<file path="src/rtl/osc_cal_pkg.sv">
// Shared types for the calibrated one-second divider.
package osc_cal_pkg;
    // Per-second correction chosen by the frame counter.
    typedef enum logic [1:0] {
        ADJ_NONE  = 2'd0,   // nominal second
        ADJ_BLANK = 2'd1,   // swallow one stage pulse (slower clock)
        ADJ_SPLIT = 2'd2    // count two extra stage pulses (faster clock)
    } adj_e;
endpackage

</file>
<file path="src/rtl/cal_prescaler.sv">
// First divide stage: emits one stage pulse per PRE_DIV accepted enables.
// Assumes PRE_DIV >= 2. A clear discards the partial count.
module cal_prescaler #(
    parameter int PRE_DIV = 128
) (
    input  logic clk,
    input  logic rst_n,
    input  logic clear,
    input  logic osc_en,
    output logic stage_pulse
);
    localparam int W = $clog2(PRE_DIV);
    localparam logic [W-1:0] LAST = W'(PRE_DIV - 1);

    logic [W-1:0] cnt_q;

    // Pulse on the enable that completes a group of PRE_DIV.
    assign stage_pulse = osc_en && !clear && (cnt_q == LAST);

    // Count accepted enables modulo PRE_DIV.
    always_ff @(posedge clk) begin
        if (!rst_n || clear) begin
            cnt_q <= '0;
        end else if (osc_en) begin
            cnt_q <= (cnt_q == LAST) ? '0 : cnt_q + 1'b1;
        end
    end
endmodule

</file>
<file path="src/rtl/cal_sub_divider.sv">
// Second divide stage: counts stage pulses up to one second. The pulse count
// per second is SUB_STEPS, one more when blanking, two fewer when splitting.
// Assumes SUB_STEPS >= 4. sec_done is combinational; sec_tick is registered.
module cal_sub_divider
    import osc_cal_pkg::*;
#(
    parameter int SUB_STEPS = 256
) (
    input  logic clk,
    input  logic rst_n,
    input  logic clear,
    input  logic stage_pulse,
    input  adj_e adj_mode,
    output logic sec_done,
    output logic sec_tick
);
    localparam int W = $clog2(SUB_STEPS + 2);
    localparam logic [W-1:0] LAST_NONE  = W'(SUB_STEPS - 1);
    localparam logic [W-1:0] LAST_BLANK = W'(SUB_STEPS);
    localparam logic [W-1:0] LAST_SPLIT = W'(SUB_STEPS - 3);

    logic [W-1:0] cnt_q;
    logic [W-1:0] last_idx;

    // Choose the final pulse index of the current second.
    always_comb begin
        case (adj_mode)
            ADJ_BLANK: last_idx = LAST_BLANK;
            ADJ_SPLIT: last_idx = LAST_SPLIT;
            default:   last_idx = LAST_NONE;
        endcase
    end

    assign sec_done = stage_pulse && (cnt_q >= last_idx);

    // Count stage pulses within the current second.
    always_ff @(posedge clk) begin
        if (!rst_n || clear) begin
            cnt_q <= '0;
        end else if (stage_pulse) begin
            cnt_q <= sec_done ? '0 : cnt_q + 1'b1;
        end
    end

    // Register the end-of-second strobe.
    always_ff @(posedge clk) begin
        if (!rst_n) begin
            sec_tick <= 1'b0;
        end else begin
            sec_tick <= sec_done;
        end
    end
endmodule

</file>
<file path="src/rtl/cal_frame_counter.sv">
// Tracks the second within the minute and the minute within the correction
// frame, and decides whether the running second is adjusted. It advances only
// on sec_done, so a halt in the dividers also freezes it.
module cal_frame_counter
    import osc_cal_pkg::*;
#(
    parameter int SEC_PER_MIN   = 60,
    parameter int MIN_PER_CYCLE = 64,
    parameter int MAG_W         = 5,
    localparam int MIN_W        = $clog2(MIN_PER_CYCLE)
) (
    input  logic             clk,
    input  logic             rst_n,
    input  logic             sec_done,
    input  logic [MAG_W-1:0] cal_mag,
    input  logic             cal_pos,
    output logic [MIN_W-1:0] minute_idx,
    output adj_e             adj_mode
);
    localparam int SW = $clog2(SEC_PER_MIN);
    localparam int CW = ((MIN_W > MAG_W + 1) ? MIN_W : MAG_W + 1) + 1;
    localparam logic [SW-1:0]    SEC_LAST = SW'(SEC_PER_MIN - 1);
    localparam logic [MIN_W-1:0] MIN_LAST = MIN_W'(MIN_PER_CYCLE - 1);

    logic [SW-1:0]    sec_q;
    logic [MIN_W-1:0] min_q;
    logic             in_window;

    // Advance second and minute positions at each completed second.
    always_ff @(posedge clk) begin
        if (!rst_n) begin
            sec_q <= '0;
            min_q <= '0;
        end else if (sec_done) begin
            if (sec_q == SEC_LAST) begin
                sec_q <= '0;
                min_q <= (min_q == MIN_LAST) ? '0 : min_q + 1'b1;
            end else begin
                sec_q <= sec_q + 1'b1;
            end
        end
    end

    // Adjust second 0 of minutes below twice the magnitude.
    assign in_window = (sec_q == '0) && (cal_mag != '0)
                    && (CW'(min_q) < CW'({cal_mag, 1'b0}));

    // Map window and sign onto the correction kind.
    always_comb begin
        if (!in_window)   adj_mode = ADJ_NONE;
        else if (cal_pos) adj_mode = ADJ_SPLIT;
        else              adj_mode = ADJ_BLANK;
    end

    assign minute_idx = min_q;
endmodule

</file>
<file path="src/rtl/osc_cal_divider.sv">
// Top: oscillator enable to one-second tick with sign-magnitude rate trim
// spread over a frame of MIN_PER_CYCLE minutes. Halt clears the partial
// second and freezes the frame position.
module osc_cal_divider
    import osc_cal_pkg::*;
#(
    parameter int PRE_DIV       = 128,
    parameter int SUB_STEPS     = 256,
    parameter int SEC_PER_MIN   = 60,
    parameter int MIN_PER_CYCLE = 64,
    parameter int MAG_W         = 5,
    localparam int MIN_W        = $clog2(MIN_PER_CYCLE)
) (
    input  logic             clk,
    input  logic             rst_n,
    input  logic             osc_en,
    input  logic             halt,
    input  logic [MAG_W-1:0] cal_mag,
    input  logic             cal_pos,
    output logic             sec_tick,
    output logic [MIN_W-1:0] minute_idx
);
    logic stage_pulse;
    logic sec_done;
    adj_e adj_mode;

    cal_prescaler #(.PRE_DIV(PRE_DIV)) u_pre (
        .clk         (clk),
        .rst_n       (rst_n),
        .clear       (halt),
        .osc_en      (osc_en),
        .stage_pulse (stage_pulse)
    );

    cal_sub_divider #(.SUB_STEPS(SUB_STEPS)) u_sub (
        .clk         (clk),
        .rst_n       (rst_n),
        .clear       (halt),
        .stage_pulse (stage_pulse),
        .adj_mode    (adj_mode),
        .sec_done    (sec_done),
        .sec_tick    (sec_tick)
    );

    cal_frame_counter #(
        .SEC_PER_MIN   (SEC_PER_MIN),
        .MIN_PER_CYCLE (MIN_PER_CYCLE),
        .MAG_W         (MAG_W)
    ) u_frame (
        .clk        (clk),
        .rst_n      (rst_n),
        .sec_done   (sec_done),
        .cal_mag    (cal_mag),
        .cal_pos    (cal_pos),
        .minute_idx (minute_idx),
        .adj_mode   (adj_mode)
    );
endmodule

</file>
<file path="config.mk">
export PLATFORM = sky130hd
export DESIGN_NAME = osc_cal_divider
export DESIGN_NICKNAME = d
export VERILOG_FILES = /design/src/rtl/osc_cal_pkg.sv /design/src/rtl/cal_prescaler.sv /design/src/rtl/cal_sub_divider.sv /design/src/rtl/cal_frame_counter.sv /design/src/rtl/osc_cal_divider.sv
export SDC_FILE = /design/constraint.sdc
export NUM_CORES = 1
export LEC_CHECK = 0
export BUFFER_PORTS_ARGS = -buffer_cell sky130_fd_sc_hd__buf_2
export CAP_MARGIN = 20
export CORE_UTILIZATION = 40
export DETAILED_ROUTE_END_ITERATION = 10
export GPL_TIMING_DRIVEN = 0
export PLACE_DENSITY_LB_ADDON = 0.1
export RECOVER_POWER = 25
export SYNTH_ARGS = -nofsm -noshare
export SYNTH_HDL_FRONTEND = slang
export SYNTH_HIERARCHICAL = 1
export SYNTH_SLANG_ARGS = --single-unit
</file>
<file path="constraint.sdc">
create_clock -name clk -period 5.1 [get_ports clk]
set_clock_uncertainty 0.1 [all_clocks]
set_input_delay 0.765 -clock clk [delete_from_list [all_inputs] [get_ports clk]]
set_output_delay 0.765 -clock clk [all_outputs]
set_load 0.005 [all_outputs]
</file>
==> results.md <==
- The run finished with clean final reports.
- The final worst setup slack is 1.02 ns.
- The DRC violations left is 0.
- Setup violations remaining at the end of the flow were counted as 0.
- The maximum resistive drop on vdd is 0.0902 mV.
- Buffers added to address setup during post-CTS repair amount to 0.
- The DRC violation total after the first TritonRoute iteration is 94.
- Entering global routing, the biggest net connects 11 pins.
- The per-cell via count in the routed design is 5.36.
- The power share of the clock group is 41.5%.
- The net count of the finished layout is 244.
- The internal power of the cells totals 332 uW.
- The worst path uses 79.9% of the clock period.
- For this run, the total global-route usage over all layers was measured as 17.0%.
- STA puts the critical path data required time at 5.17 ns.
- The critical path's top delay family is compound AO/OA/AOI/OAI gates.
- The die extent in x is 67.5 um.
- The cts-stage hold buffer count is 0.
- The most numerous cell type found on the critical path is sky130_fd_sc_hd__ha_1.
- In the global route stage, met3 resource usage came out at 5.24%.
- The hold violation count in the final report was 0.
- After technology mapping, the gate count stands at 198.
- Setup slack on the worst reg-to-reg path comes out at 1.22 ns.
- The headroom to the max-slew limit is 68.9%.
- In this run the tool buffered the top-level ports with 15 buffer cells.
- The pre-CTS setup slack is 0.680 ns.
- The max-slew violation count is 0.
- In this design, the stage delay of the slowest critical-path cell is 0.43 ns.
- CTS built an H-tree with a depth of 2.
- The filler cells instantiated in the layout total 409.
- The standard cell with the maximum stage delay on the critical path is sky130_fd_sc_hd__a311oi_1.
- The total iterations of the first detailed-routing run is 4.
- The switching portion of total power is 23.4%.
- Global routing used 19.9% of the available met1 tracks.
- The fraction of power consumed by combinational cells is 6.0%.
- The detail route stage leaves a number of antenna-violating nets equal to 0.
- The initial core utilization is 42.2%.
- The nature of the critical path endpoint is a flip-flop.
- The async set or reset register ratio after synthesis is 0%.
- Of the cells placed in the final design, the portion with a size suffix greater than 1 is 14.0%.
- The number of CTS-inserted buffers is 5.
- The routed length per instance is 12.7 um.
- The Yosys step of the flow raised 6 warnings.
- In the layout the commonest cells are 29 x sky130_fd_sc_hd__dfxtp_1, 17 x sky130_fd_sc_hd__nor2_1, 16 x sky130_fd_sc_hd__inv_1.
- The maximum frequency from static timing analysis is 245 MHz.
- The end-of-flow core utilization is 47.4%.
- The source-to-sink clock delay at the later pin of the worst-skew pair is 0.28 ns.
- The final RePlAce weighted congestion is 0.842.
- The power per standard cell area is 225 nW/um^2.
- The die covers 4550 um^2.
- In this run the worst hold path is classified as flip-flop to flip-flop.
- For this block, the routed nets add up to 3430 um of wire.
- Counting flops and latches in the post-synthesis netlist gives 29.
- Per report_power, the sequential group accounts for 52.5% of the total.
- The global-route track usage on met2 is 27.6%.
- By startpoint and endpoint, the worst setup path is classified as input port to flip-flop.
- Clock-pin slew was measured on the worst setup and hold paths at 0.06 ns.
- The die is 67.5 um tall.
- The number of enable flip-flop cells after synthesis is 0.
- Sequential cells were found to cover 33.9% of the synthesized design area.
- The total global routing overflow is 0.
- The most frequently used flop master after synthesis is sky130_fd_sc_hd__dfxtp_1.
- The number of max-cap violations is 0.
- The antenna cell count is 0.
- The clock sink count is 29.
- The count of cell types in the netlist is 47.
- The number of global-route vias before repair came to 1326.
- In this run the mean area of a mapped cell was 8.66 um^2.
- The critical-path maximum fanout is 7.
- STA classifies the critical path startpoint as an input port.
- The global-route wire length before repair is 5760 um.
- The floorplan has 23 rows.
- The core region area is 4060 um^2.
- The leakage power is 0.790 nW.
- The initial antenna violation count is 0.
- The maximum number of buffers from clock root to sink is 2.
- The setup TNS after final layout is 0 ns.
- For the pin with the worst max-slew slack, the measured transition is 0.463 ns.
- The worst path buffer plus inverter count is 4.
- The CTS tree is built.
- In this run, post-CTS repair resized a total of 0 instances.
- The number of top-level pins is 17.
- From synthesis to final layout, the design area changed by 12.3%.
- The post-synth net total is 222.
- The routing layer with the top usage in global route is met2.
- The wire-length estimate of the detail-placed layout is 2590 um.
- The summed instance area of the synthesized netlist is 1710 um^2.
- The reported net switching power is 101 uW.
- Traced cell by cell, the critical path runs through buf_2 > inv_1 > ha_1 > a21oi_1 > o21ai_0 > a311oi_1 > ha_1 > inv_1 > ha_1 > o21ai_0 > a311oi_1 > and2_1 > o21a_1 > buf_6 > nand4b_4 > nor2_4 > a31oi_1 > a31o_2.
- Leaving out fill and tap cells, the most frequent cell in the layout is sky130_fd_sc_hd__dfxtp_1.
- At the worst endpoint, the arrival time is 4.15 ns.
- Setup repair after global routing left no endpoint under its margin.
- The detailed router placed 1453 vias in this run.
- The cell at the root of the clock tree is sky130_fd_sc_hd__clkbuf_8.
- The minimum clock period after layout is 4.08 ns.
sequential cells by signal, indices dropped and copies added, names as in the netlist:
name / count
u_sub/sec_tick: 1
u_sub/cnt_q: 9
u_frame/sec_q: 6
u_pre/cnt_q: 7
u_frame/minute_idx: 6
kinds of logic after synthesis:
family / share of synthesized area (%)
AOI/OAI and AO/OA: 15.2
DFF: 33.9
adders and majority gates: 10.2
xor gates and xnor gates: 6.64
buffers and inverters: 5.33
muxes: 2.34
and+or+nand+nor: 26.4
layout make-up:
class                           count  area [um^2]  share of cell area [%]
Clock inverter                      2         10.0                   0.520
Inverter                           16         60.1                    3.12
Timing Repair Buffer               15         73.8                    3.84
Buffer                              4         27.5                    1.43
Tap cell                           50         62.6                    3.25
Multi-Input combinational cell    149         1040                    53.9
Sequential cell                    29          581                    30.2
Clock buffer                        6         72.6                    3.77
stage by stage:
| step | power, mW | cells | hold slack [ns] | area [um^2] |
|---|---|---|---|---|
| 6_report | 0.433 | 271 | 0.413 | 1920 |
| 5_1_grt | 0.454 | 271 | 0.432 | 1920 |
| 4_1_cts | 0.442 | 271 | 0.415 | 1930 |
| 3_5_place_dp | 0.259 | 263 | 0.405 | 1850 |
| 3_3_place_gp | 0.258 | 263 | 0.374 | 1850 |
| 2_1_floorplan | 0.250 | 198 | 0.358 | 1710 |
power by group through the flow:
stage | logic (mW) | clock network [mW] | registers, mW
global placement | 0.0258 | 0 | 0.232
finish | 0.0258 | 0.180 | 0.227
CTS | 0.0268 | 0.188 | 0.227
global route | 0.0299 | 0.196 | 0.227
floorplan | 0.0180 | 0 | 0.232
detailed placement | 0.0266 | 0 | 0.233
cell usage after synthesis, types with 3 or more instances:
cell type,number,area [um^2]
sky130_fd_sc_hd__nand4_1,8,50.1
sky130_fd_sc_hd__o21ai_0,8,40.0
sky130_fd_sc_hd__nand2b_1,5,31.3
sky130_fd_sc_hd__xor2_1,9,78.8
sky130_fd_sc_hd__xnor2_1,4,35.0
sky130_fd_sc_hd__dfxtp_1,29,581
sky130_fd_sc_hd__a311oi_1,3,26.3
sky130_fd_sc_hd__nor2_1,17,63.8
sky130_fd_sc_hd__nand2_1,15,56.3
sky130_fd_sc_hd__or3_1,4,25.0
sky130_fd_sc_hd__inv_1,16,60.1
sky130_fd_sc_hd__nor3_1,5,25.0
sky130_fd_sc_hd__a21oi_1,7,35.0
sky130_fd_sc_hd__o32ai_1,3,26.3
sky130_fd_sc_hd__ha_1,14,175
sky130_fd_sc_hd__nand3_1,10,50.1
sky130_fd_sc_hd__mux2i_1,4,40.0
sky130_fd_sc_hd__nor2b_1,4,25.0
path summary, 6_finish.rpt:
kind | from | endpoint | cells past startpoint
max reg2reg | u_frame/minute_idx[3] | u_frame/minute_idx[3] | 16
min reg2reg | u_pre/cnt_q[6] | u_pre/cnt_q[6] | 2
min | u_pre/cnt_q[6] | u_pre/cnt_q[6] | 2
max | cal_mag[2] | u_frame/minute_idx[3] | 18
worst register-to-register path, cell delays in order, from the launching register on:
cell and delay, ns:
sky130_fd_sc_hd__dfxtp_1 0.43, sky130_fd_sc_hd__ha_1 0.28, sky130_fd_sc_hd__a21oi_1 0.11, sky130_fd_sc_hd__o21ai_0 0.16, sky130_fd_sc_hd__a311oi_1 0.43, sky130_fd_sc_hd__ha_1 0.34
sky130_fd_sc_hd__inv_1 0.10, sky130_fd_sc_hd__ha_1 0.27, sky130_fd_sc_hd__o21ai_0 0.07, sky130_fd_sc_hd__a311oi_1 0.29, sky130_fd_sc_hd__and2_1 0.26, sky130_fd_sc_hd__o21a_1 0.15
sky130_fd_sc_hd__buf_6 0.13, sky130_fd_sc_hd__nand4b_4 0.13, sky130_fd_sc_hd__nor2_4 0.20, sky130_fd_sc_hd__a31oi_1 0.11, sky130_fd_sc_hd__a31o_2 0.23
routing by layer:
metal | vias up | wire length, um | share of wire, %
met5 | - | 0 | 0
met4 | 0 | 56 | 1.6
met3 | 7 | 127 | 3.7
met2 | 21 | 1700 | 49
met1 | 670 | 1550 | 45
li1 | 755 | - | -
Note: power is estimated with default switching activity, not from simulation.
